**config.mk**
```make
export PLATFORM = sky130hd
export DESIGN_NAME = ioport_slave
export DESIGN_NICKNAME = d
export VERILOG_FILES = /design/src/rtl/ioport_pkg.sv /design/src/rtl/ioport_decode.sv /design/src/rtl/ioport_handshake.sv /design/src/rtl/ioport_regs.sv /design/src/rtl/ioport_irq_route.sv /design/src/rtl/ioport_slave.sv
export SDC_FILE = /design/constraint.sdc
export NUM_CORES = 1
export LEC_CHECK = 0
export BUFFER_PORTS_ARGS = -buffer_cell sky130_fd_sc_hd__buf_4
export CORE_MARGIN = 1
export CORE_UTILIZATION = 40
export DETAILED_ROUTE_END_ITERATION = 12
export PLACE_DENSITY = 0.66
export SYNTH_ARGS = -nofsm -noshare
export SYNTH_HDL_FRONTEND = slang
export SYNTH_SLANG_ARGS = --single-unit
```
**constraint.sdc**
```tcl
create_clock -name clk -period 5.3 [get_ports clk]
set_clock_uncertainty 0.05 [all_clocks]
set_input_delay 0.265 -clock clk [delete_from_list [all_inputs] [get_ports clk]]
set_output_delay 0.265 -clock clk [all_outputs]
set_load 0.01 [all_outputs]
```
**src/rtl/ioport_pkg.sv**
```systemverilog
// Shared types for the bus-slave control and status port.
// Assumes an 8-bit data path; address width is set by the top module.
package ioport_pkg;
    localparam int DATA_W = 8;

    typedef enum logic [1:0] {
        HS_IDLE = 2'd0,
        HS_WAIT = 2'd1,
        HS_ACK  = 2'd2
    } hs_state_e;

    typedef struct packed {
        logic id;
        logic stat;
        logic ctrl;
    } port_sel_t;
endpackage

```
**src/rtl/ioport_decode.sv**
```systemverilog
// Address decoder: turns the I/O address and the strapped base into one-hot
// port selects. Assumes the address is stable for the whole command.
module ioport_decode
    import ioport_pkg::*;
#(
    parameter int ADDR_W   = 8,
    parameter int STAT_OFS = 2,
    parameter int CTRL_OFS = 4,
    localparam int NIB     = ADDR_W / 2
) (
    input  logic [ADDR_W-1:0] io_addr,
    input  logic [NIB-2:0]    base_sel,
    output port_sel_t         sel,
    output logic              hit
);
    logic [NIB-2:0] base_eff;
    logic           base_ok;
    logic           even;

    // A strap value of zero falls back to the lowest legal base.
    always_comb base_eff = (base_sel == '0) ? (NIB-1)'(1) : base_sel;

    // Match the upper nibble against the base and the lower nibble per port.
    always_comb begin
        base_ok  = (io_addr[ADDR_W-1:NIB] == {1'b0, base_eff});
        even     = ~io_addr[0];
        sel.id   = (io_addr == '0);
        sel.stat = even && base_ok && (io_addr[NIB-1:0] == NIB'(STAT_OFS));
        sel.ctrl = even && base_ok && (io_addr[NIB-1:0] == NIB'(CTRL_OFS));
        hit      = sel.id | sel.stat | sel.ctrl;
    end
endmodule

```
**src/rtl/ioport_handshake.sv**
```systemverilog
// Command handshake: waits ACK_DELAY edges after a claimed strobe, raises the
// acknowledge until both strobes are released, and emits a one-cycle fire
// pulse for the register file. Assumes strobes are synchronous to clk.
module ioport_handshake
    import ioport_pkg::*;
#(
    parameter int ACK_DELAY = 2,
    localparam int CW       = $clog2(ACK_DELAY + 1)
) (
    input  logic clk,
    input  logic rst_n,
    input  logic io_rd_n,
    input  logic io_wr_n,
    input  logic hit,
    output logic xack_n,
    output logic fire_rd,
    output logic fire_wr
);
    hs_state_e       state_q, state_d;
    logic [CW-1:0]   cnt_q, cnt_d;
    logic            cmd_rd, cmd_wr, cmd_any, cmd_none, fire;

    // Classify the strobes; both low together is not a command.
    always_comb begin
        cmd_rd   = ~io_rd_n & io_wr_n;
        cmd_wr   = ~io_wr_n & io_rd_n;
        cmd_any  = cmd_rd | cmd_wr;
        cmd_none = io_rd_n & io_wr_n;
    end

    // Next-state logic for the wait counter and acknowledge.
    always_comb begin
        state_d = state_q;
        cnt_d   = cnt_q;
        fire    = 1'b0;
        unique case (state_q)
            HS_IDLE: if (cmd_any && hit) begin
                if (ACK_DELAY <= 1) begin
                    state_d = HS_ACK;
                    fire    = 1'b1;
                end else begin
                    state_d = HS_WAIT;
                    cnt_d   = CW'(1);
                end
            end
            HS_WAIT: if (!cmd_any) begin
                state_d = HS_IDLE;
            end else if (cnt_q >= CW'(ACK_DELAY - 1)) begin
                state_d = HS_ACK;
                fire    = 1'b1;
            end else begin
                cnt_d = cnt_q + CW'(1);
            end
            HS_ACK:  if (cmd_none) state_d = HS_IDLE;
            default: state_d = HS_IDLE;
        endcase
    end

    // State register with synchronous reset.
    always_ff @(posedge clk) begin
        if (!rst_n) begin
            state_q <= HS_IDLE;
            cnt_q   <= '0;
        end else begin
            state_q <= state_d;
            cnt_q   <= cnt_d;
        end
    end

    // Outputs decoded from state and the transition pulse.
    always_comb begin
        xack_n  = (state_q != HS_ACK);
        fire_rd = fire & cmd_rd;
        fire_wr = fire & cmd_wr;
    end

    assert_ack_needs_cmd_R8: assert property (@(posedge clk) disable iff (!rst_n)
        !xack_n |-> $past(!io_rd_n || !io_wr_n));
    assert_ack_holds_R8: assert property (@(posedge clk) disable iff (!rst_n)
        (!xack_n && !(io_rd_n && io_wr_n)) |=> !xack_n);
    assert_ack_release_R8: assert property (@(posedge clk) disable iff (!rst_n)
        (!xack_n && io_rd_n && io_wr_n) |=> xack_n);
    assert_no_ack_double_R11: assert property (@(posedge clk) disable iff (!rst_n)
        (xack_n && !io_rd_n && !io_wr_n) |=> xack_n);
endmodule

```
**src/rtl/ioport_regs.sv**
```systemverilog
// Register file: identification, status and control ports plus the
// processor-init flag. Acts on the fire pulses from the handshake.
module ioport_regs
    import ioport_pkg::*;
#(
    parameter logic [DATA_W-1:0] ID_VALUE     = 8'h5C,
    parameter logic [DATA_W-1:0] INIT_PATTERN = 8'h96,
    parameter int                NUM_STRAP    = 3
) (
    input  logic                 clk,
    input  logic                 rst_n,
    input  port_sel_t            sel,
    input  logic                 fire_rd,
    input  logic                 fire_wr,
    input  logic                 xack_n,
    input  logic                 sys_init_n,
    input  logic [DATA_W-1:0]    io_wdata,
    input  logic [NUM_STRAP-1:0] cfg_strap,
    output logic [DATA_W-1:0]    io_rdata,
    output logic                 proc_init
);
    logic [DATA_W-1:0] ctrl_q, stat_w, mux_w, rdata_q;

    // Assemble the status byte: straps on top, init flag below them.
    always_comb begin
        stat_w = '0;
        stat_w[DATA_W-1 -: NUM_STRAP] = cfg_strap;
        stat_w[DATA_W-1-NUM_STRAP]    = proc_init;
    end

    // Select read data for the addressed port.
    always_comb begin
        mux_w = '0;
        if (sel.id)   mux_w = ID_VALUE;
        if (sel.stat) mux_w = stat_w;
        if (sel.ctrl) mux_w = ctrl_q;
    end

    // Control byte and init flag; system initialize has priority.
    always_ff @(posedge clk) begin
        if (!rst_n || !sys_init_n) begin
            ctrl_q    <= INIT_PATTERN;
            proc_init <= 1'b1;
        end else if (fire_wr && sel.ctrl) begin
            ctrl_q    <= io_wdata;
            proc_init <= (io_wdata == INIT_PATTERN);
        end
    end

    // Capture read data when an acknowledge starts; writes capture zero.
    always_ff @(posedge clk) begin
        if (!rst_n)                   rdata_q <= '0;
        else if (fire_rd || fire_wr)  rdata_q <= fire_rd ? mux_w : '0;
    end

    // Drive read data only while acknowledged.
    always_comb io_rdata = xack_n ? '0 : rdata_q;

    assert_sysinit_forces_R6: assert property (@(posedge clk) disable iff (!rst_n)
        !sys_init_n |=> proc_init);
    assert_init_kept_R6: assert property (@(posedge clk) disable iff (!rst_n)
        (proc_init && !fire_wr) |=> proc_init);
endmodule

```
**src/rtl/ioport_irq_route.sv**
```systemverilog
// Interrupt router: drives the board interrupt onto one of NUM_IRQ
// active-low request lines chosen by a strap; out-of-range picks line 0.
module ioport_irq_route #(
    parameter int NUM_IRQ = 3,
    localparam int SEL_W  = $clog2(NUM_IRQ)
) (
    input  logic               clk,
    input  logic               rst_n,
    input  logic               board_irq,
    input  logic [SEL_W-1:0]   irq_sel,
    output logic [NUM_IRQ-1:0] int_req_n
);
    logic [SEL_W-1:0] sel_eff;

    // Fold illegal selections onto the lowest line.
    always_comb sel_eff = (irq_sel >= SEL_W'(NUM_IRQ)) ? '0 : irq_sel;

    for (genvar g = 0; g < NUM_IRQ; g++) begin : g_line
        // Register each request line.
        always_ff @(posedge clk) begin
            if (!rst_n) int_req_n[g] <= 1'b1;
            else        int_req_n[g] <= ~(board_irq && (sel_eff == SEL_W'(g)));
        end
    end

    assert_one_line_R9: assert property (@(posedge clk) disable iff (!rst_n)
        $onehot0(~int_req_n));
    assert_irq_driven_R9: assert property (@(posedge clk) disable iff (!rst_n)
        board_irq |=> !(&int_req_n));
endmodule

```
**src/rtl/ioport_slave.sv**
```systemverilog
// Top of the bus-slave control and status port. Wires decoder, handshake,
// register file and interrupt router. Assumes synchronous bus strobes and an
// address held stable for the length of each command.
module ioport_slave
    import ioport_pkg::*;
#(
    parameter int                ADDR_W       = 8,
    parameter int                ACK_DELAY    = 2,
    parameter logic [DATA_W-1:0] ID_VALUE     = 8'h5C,
    parameter logic [DATA_W-1:0] INIT_PATTERN = 8'h96,
    parameter int                STAT_OFS     = 2,
    parameter int                CTRL_OFS     = 4,
    parameter int                NUM_STRAP    = 3,
    parameter int                NUM_IRQ      = 3,
    localparam int               NIB          = ADDR_W / 2,
    localparam int               SEL_W        = $clog2(NUM_IRQ)
) (
    input  logic                 clk,
    input  logic                 rst_n,
    input  logic                 io_rd_n,
    input  logic                 io_wr_n,
    input  logic [ADDR_W-1:0]    io_addr,
    input  logic [DATA_W-1:0]    io_wdata,
    output logic [DATA_W-1:0]    io_rdata,
    output logic                 io_xack_n,
    input  logic                 sys_init_n,
    input  logic [NIB-2:0]       base_sel,
    input  logic [NUM_STRAP-1:0] cfg_strap,
    input  logic [SEL_W-1:0]     irq_sel,
    input  logic                 board_irq,
    output logic                 proc_init,
    output logic [NUM_IRQ-1:0]   int_req_n
);
    port_sel_t sel;
    logic      hit, fire_rd, fire_wr;

    ioport_decode #(.ADDR_W(ADDR_W), .STAT_OFS(STAT_OFS), .CTRL_OFS(CTRL_OFS)) u_dec (
        .io_addr(io_addr), .base_sel(base_sel), .sel(sel), .hit(hit));

    ioport_handshake #(.ACK_DELAY(ACK_DELAY)) u_hs (
        .clk(clk), .rst_n(rst_n), .io_rd_n(io_rd_n), .io_wr_n(io_wr_n), .hit(hit),
        .xack_n(io_xack_n), .fire_rd(fire_rd), .fire_wr(fire_wr));

    ioport_regs #(.ID_VALUE(ID_VALUE), .INIT_PATTERN(INIT_PATTERN), .NUM_STRAP(NUM_STRAP)) u_regs (
        .clk(clk), .rst_n(rst_n), .sel(sel), .fire_rd(fire_rd), .fire_wr(fire_wr),
        .xack_n(io_xack_n), .sys_init_n(sys_init_n), .io_wdata(io_wdata),
        .cfg_strap(cfg_strap), .io_rdata(io_rdata), .proc_init(proc_init));

    ioport_irq_route #(.NUM_IRQ(NUM_IRQ)) u_irq (
        .clk(clk), .rst_n(rst_n), .board_irq(board_irq), .irq_sel(irq_sel),
        .int_req_n(int_req_n));

    assert_odd_no_ack_R3: assert property (@(posedge clk) disable iff (!rst_n)
        !io_xack_n |-> !$past(io_addr[0]));
endmodule

```
* After elaboration in Yosys (flattened, before gate mapping) *
Cells that the tools add are included.

word-level totals
  register bits after elaboration = 24
  input bits = 30
  output and inout port bits = 13
  word-level logic and storage cells = 76

cells by class
  add/subtract/negate cells = 1
  $lt $le $gt $ge = 2
  equal/unequal tests = 14
  multiplexer cells = 18
  bitwise logic cells = 14
  reductions and logical operators = 19

operators by type and width
  kind                number
  $mux 8              4
  $mux 2              7
  $eq 8x8->1 const B  1
  $logic_and 1x1->1   8
  $logic_not 8->1     1
  $mux 7              1
  $ne 2x1->1 const B  3
  $not 1->1           6
  $pmux 2 s3          1
  $and 1x1->1         5
  $eq 2x1->1 const B  2
  $eq 2x2->1 const B  2
  $eq 4x2->1 const B  1
  $eq 4x3->1          1
  $eq 4x3->1 const B  1
  $logic_not 2->1     2
  $ne 2x2->1 const B  2
  $pmux 2 s2          1
  $reduce_and 4->1    1
  $logic_not 3->1     1
  $mux 1              3
  $mux 3              1
  $ne 3x3->1 const B  1
  $or 1x1->1          3
  other kinds (7)     9

* Depth between registers and ports, before layout *
  depth in word-level cells = 10
  mapped depth = 8
  depth with buffers taken out = 7

* Modules after synthesis *
A second synthesis with hierarchy kept.

unflattened totals
  cells, all modules = 153
  area, all modules = 1281.2 um2

by module, submodules not included
  module            instances  cells each  area each (um2)  seq. area each (um2)
  ioport_regs       1          99          812.0            340.3
  ioport_handshake  1          29          262.8            80.1
  ioport_irq_route  1          10          107.6            60.1
  ioport_decode     1          15          98.8             0.0

* Worst setup path after synthesis *
OpenSTA, ideal clock, no wires.

  path type = input to register
  start point = in io_rd_n
  end point = reg u_regs.rdata_q[4]
  library setup time = 0.091 ns
  data arrival time = 1.658 ns
  data required time = 5.159 ns
  path slack = 3.501 ns
  cell stages on the path = 8
  path buffers = 1
  cells stage by stage = inv_1 -> ha_1 -> nor4b_4 -> and3_1 -> buf_6 -> a21oi_1 -> a41o_1 -> a311oi_1

between the ends
  cells in the longest elaborated chain, start to end = 7
  elaborated cells on any way between the ends = 10
  classes of those cells = mux: 3; bitwise: 6; reduce/logical: 1

ends and longest elaborated chain
  element                                            RTL line                                        source
  from (decl)                                        ioport_slave.sv:20                              input logic io_rd_n,
  $not 1->1                                          ioport_handshake.sv:25                          cmd_rd = ~io_rd_n & io_wr_n;
  $and 1x1->1                                        ioport_handshake.sv:25
  $or 1x1->1                                         ioport_handshake.sv:27                          cmd_any = cmd_rd | cmd_wr;
  $mux 1                                             ioport_handshake.sv:46                          HS_WAIT: if (!cmd_any) begin
  $mux 1                                             ioport_handshake.sv:36                          unique case (state_q)
  $and 1x1->1 (on tied branches)                     ioport_handshake.sv:73, ioport_handshake.sv:74
  $mux 8 / $logic_or 1x1->1 (equally long branches)  ioport_regs.sv:53                               else if (fire_rd || fire_wr) rdata_q <= fire_rd ? mux_w : '0;
  to (signal assigned)                               ioport_regs.sv:53
  to (decl)                                          ioport_regs.sv:22                               logic [DATA_W-1:0] ctrl_q, stat_w, mux_w, rdata_q;

Several ways; a longest one is shown, not always the timed one.
A chain may end at the register's enable or synchronous reset.

* Worst setup path in the final report *
  start point = reg u_hs.cnt_q[0]
  end point = reg u_regs.rdata_q[4]

between the ends
  cells in the longest elaborated chain, start to end = 6
  elaborated cells on any way between the ends = 8
  classes of those cells = order compare: 1; mux: 4; bitwise: 2; reduce/logical: 1

ends and longest elaborated chain
  element                                            RTL line                                        source
  from (decl)                                        ioport_handshake.sv:20                          logic [CW-1:0] cnt_q, cnt_d;
  from (signal assigned)                             ioport_handshake.sv:66                          cnt_q <= cnt_d;
  $ge 2x1->1 *                                       ioport_handshake.sv:48                          end else if (cnt_q >= CW'(ACK_DELAY - 1)) begin
  $mux 1 *                                           ioport_handshake.sv:48
  $mux 1 *                                           ioport_handshake.sv:46
  $mux 1 *                                           ioport_handshake.sv:36
  $and 1x1->1 (on tied branches)                     ioport_handshake.sv:73, ioport_handshake.sv:74
  $mux 8 / $logic_or 1x1->1 (equally long branches)  ioport_regs.sv:53

Every way passes the cells marked *; elsewhere a longest branch is shown, timed or not.

==> summary.txt <==
gr ovfl total: 0
nets: 226
Cells after DPL: 229
most frequent cells in the layout: 43 x buf_4, 24 x dfxtp_1, 19 x nand2_1
# DRC: 0
layout cells sized above 1: 27.5%
Final Critical Period: 2.12 ns
r2r worst-path depth: 7
Hold Fails Final Rpt: 0
cells along the critical path: inv_1 > ha_1 > nor4b_4 > and3_1 > a21oi_1 > a41o_1 > a311oi_1
first-pass GRT wire length: 4910 um
Compound-Gate Fraction of Synth Area: 14.2%
Mapped Nets: 183
status: finished clean
Min Hold Slack: 0.0767 ns
xor and xnor area share after synthesis: 1.39%
WL/cell: 12.8 um
postcts setup bufs: 0
vias in the first global route: 1143
Worst Path Arrival: 2.31 ns
Layout area overhead: 31.8%
placed cell areas: 0.00161 mm^2
Max VDD drop: 0.105 mV
HP Class: in2reg
Core Box Area: 0.00303 mm^2
post-synthesis adder-cell area fraction: 5.95%
post-synthesis sequential area ratio: 38.1%
Slew @ Worst Pin: 1.17 ns
Final setup viols: 0
# IOs: 43
CTS tree: yes
crit share post-route: 40.1%
WL final: 2980 um
Sink Count: 24
Synth Register Bits: 24
number of diodes: 0
global-route usage over all layers: 18.8%
RSZ-0062 raised after global routing: no
cell area after synthesis: 0.00126 mm^2
initial antenna violation count: 0
Top FF cell, synth: dfxtp_1
Final Non-Filler Cells: 233
CP required: 5.48 ns
Hold Crit Depth: 2
Post-DP HPWL: 2330 um
drt via density: 5.16
placer congestion estimate: 0.759
Clk Latency, worst-skew pair: 0.32 ns
Syn Inst Count: 147
Unique masters post-synth: 37
Total Power: 0.358 mW
crit start category: flop
normalized max-slew margin: 21.9%
clk root buf: clkbuf_4
max cap viols: 0
clock tree buffer depth: 2
CP max FO: 9
CP max stage delay: 0.41 ns
Yosys Warn Count: 0
CP Capture Type: flop
Vias: 1202
Die W: 58.2 um
largest family of logic cells by synthesized area: simple AND/OR/NAND/NOR gates
IO buf count: 42
number of cell rows: 20
Leakage Power: 0.766 nW
CP max-delay cell: and3_1
Num CTS Buffers: 3
largest net degree at the start of global routing: 15
Iteration-0 DRC Markers: 23
Die ar.: 0.00338 mm^2
CTS clk-pin slew, worst paths: 0.14 ns
post-CTS resize count: 0
mean post-synth cell area: 8.59 um^2
Peak Freq: 471 MHz
CTS H-Tree Depth: 1
Post-synth ARST share: 0%
Simple-Gate Fraction of Synth Area: 28.8%
drt first pass iters: 4
setup TNS: 0 ns
Post-synth EDFFs: 0
Worst Setup Path Type: reg2reg
fin area: 0.00166 mm^2
Initial Util: 41.7%
Power Dens Cells: 215 mW/mm^2
mux cell area share after synthesis: 6.34%
commonest non-fill, non-tap cell in the layout: buf_4
Antenna Nets Post-Route: 0
hold_buf cts: 0
fin. max-slew vios: 0
die extent in y: 58.2 um
## logic make-up after synthesis
| kind of cell | count (synthesis) |
|---|---|
| adders and majority gates | 6 |
| buffers and inverters | 15 |
| muxes | 8 |
| and+or+nand+nor | 67 |
| DFF | 24 |
| xor gates and xnor gates | 2 |
| AOI/OAI and AO/OA | 25 |
## report_power, final
| group | switching (mW) | leakage [nW] | internal [mW] |
|---|---|---|---|
| sequential | 0.000273 | 0.194 | 0.181 |
| clock | 0.0588 | 0.0279 | 0.0765 |
| combinational | 0.0191 | 0.544 | 0.0218 |
## critical path: cells and delay by family (launching register included)
kind                     cells  cell delay [ns]
flip-flops                   1             0.35
buffers and inverters        1             0.05
adder cells (fa/ha/maj)      1             0.23
AO/OA/AOI/OAI                3             0.58
AND/OR/NAND/NOR              2             0.77
## cells in the mapped netlist, drive strengths merged (2+ instances only)
master  count  area (um^2)
nand3       3         15.0
ha          6         75.1
a311oi      2         17.5
nor4bb      2         20.0
nand2      19         71.3
mux2i       8         80.1
clkbuf      2         7.51
a21oi       9         45.0
xor2        2         17.5
and2        9         56.3
nor3        6         30.0
and3        3         20.0
nor2       13         48.8
a21o        2         15.0
nand4       4         25.0
buf         3         21.3
a41o        2         20.0
o21ai       2         13.8
inv         9         33.8
nor2b       2         12.5
a32oi       2         17.5
dfxtp      24          480
a22o        2         17.5
## metal layers
metal	global-route usage, %	share of wire [%]
met2	31.9	49
met3	3.35	6.8
met4	7.48	1.9
met1	23.7	43
met5	0	0
## layout make-up
class,count,area [um^2]
fill,276,1360
clock buffer,3,22.5
inverter,10,37.5
multi-input combinational,108,716
tap,44,55.1
sequential,24,480
clock inverter,1,30.0
timing repair buffer,43,323
## per-stage QoR
stage	util [%]	setup slack (ns)
2_1_floorplan	-	3.50
3_3_place_gp	53.2	3.01
3_5_place_dp	53.2	2.89
4_1_cts	55.0	3.19
5_1_grt	55.0	3.09
6_report	55.0	3.18
## registers in the layout (all words and copies together) (netlist names)
| signal | count |
|---|---|
| u_hs.cnt_q | 2 |
| u_hs.state_q | 2 |
| u_irq.int_req_n | 3 |
| u_regs.ctrl_q | 8 |
| u_regs.proc_init | 1 |
| u_regs.rdata_q | 8 |
## final timing paths
kind / startpoint / to / slack (ns)
hold reg to reg: u_regs.rdata_q[0]$_SDFFE_PN0P_ / u_regs.rdata_q[0]$_SDFFE_PN0P_ / 0.41
setup / recovery: u_hs.cnt_q[0]$_SDFFE_PN0P_ / u_regs.rdata_q[4]$_SDFFE_PN0P_ / 3.18
hold / removal: board_irq / u_irq.int_req_n[2]$_SDFF_PN1_ / 0.08
setup reg to reg: u_hs.cnt_q[0]$_SDFFE_PN0P_ / u_regs.rdata_q[4]$_SDFFE_PN0P_ / 3.18
Power figures use the tool's default switching activity.
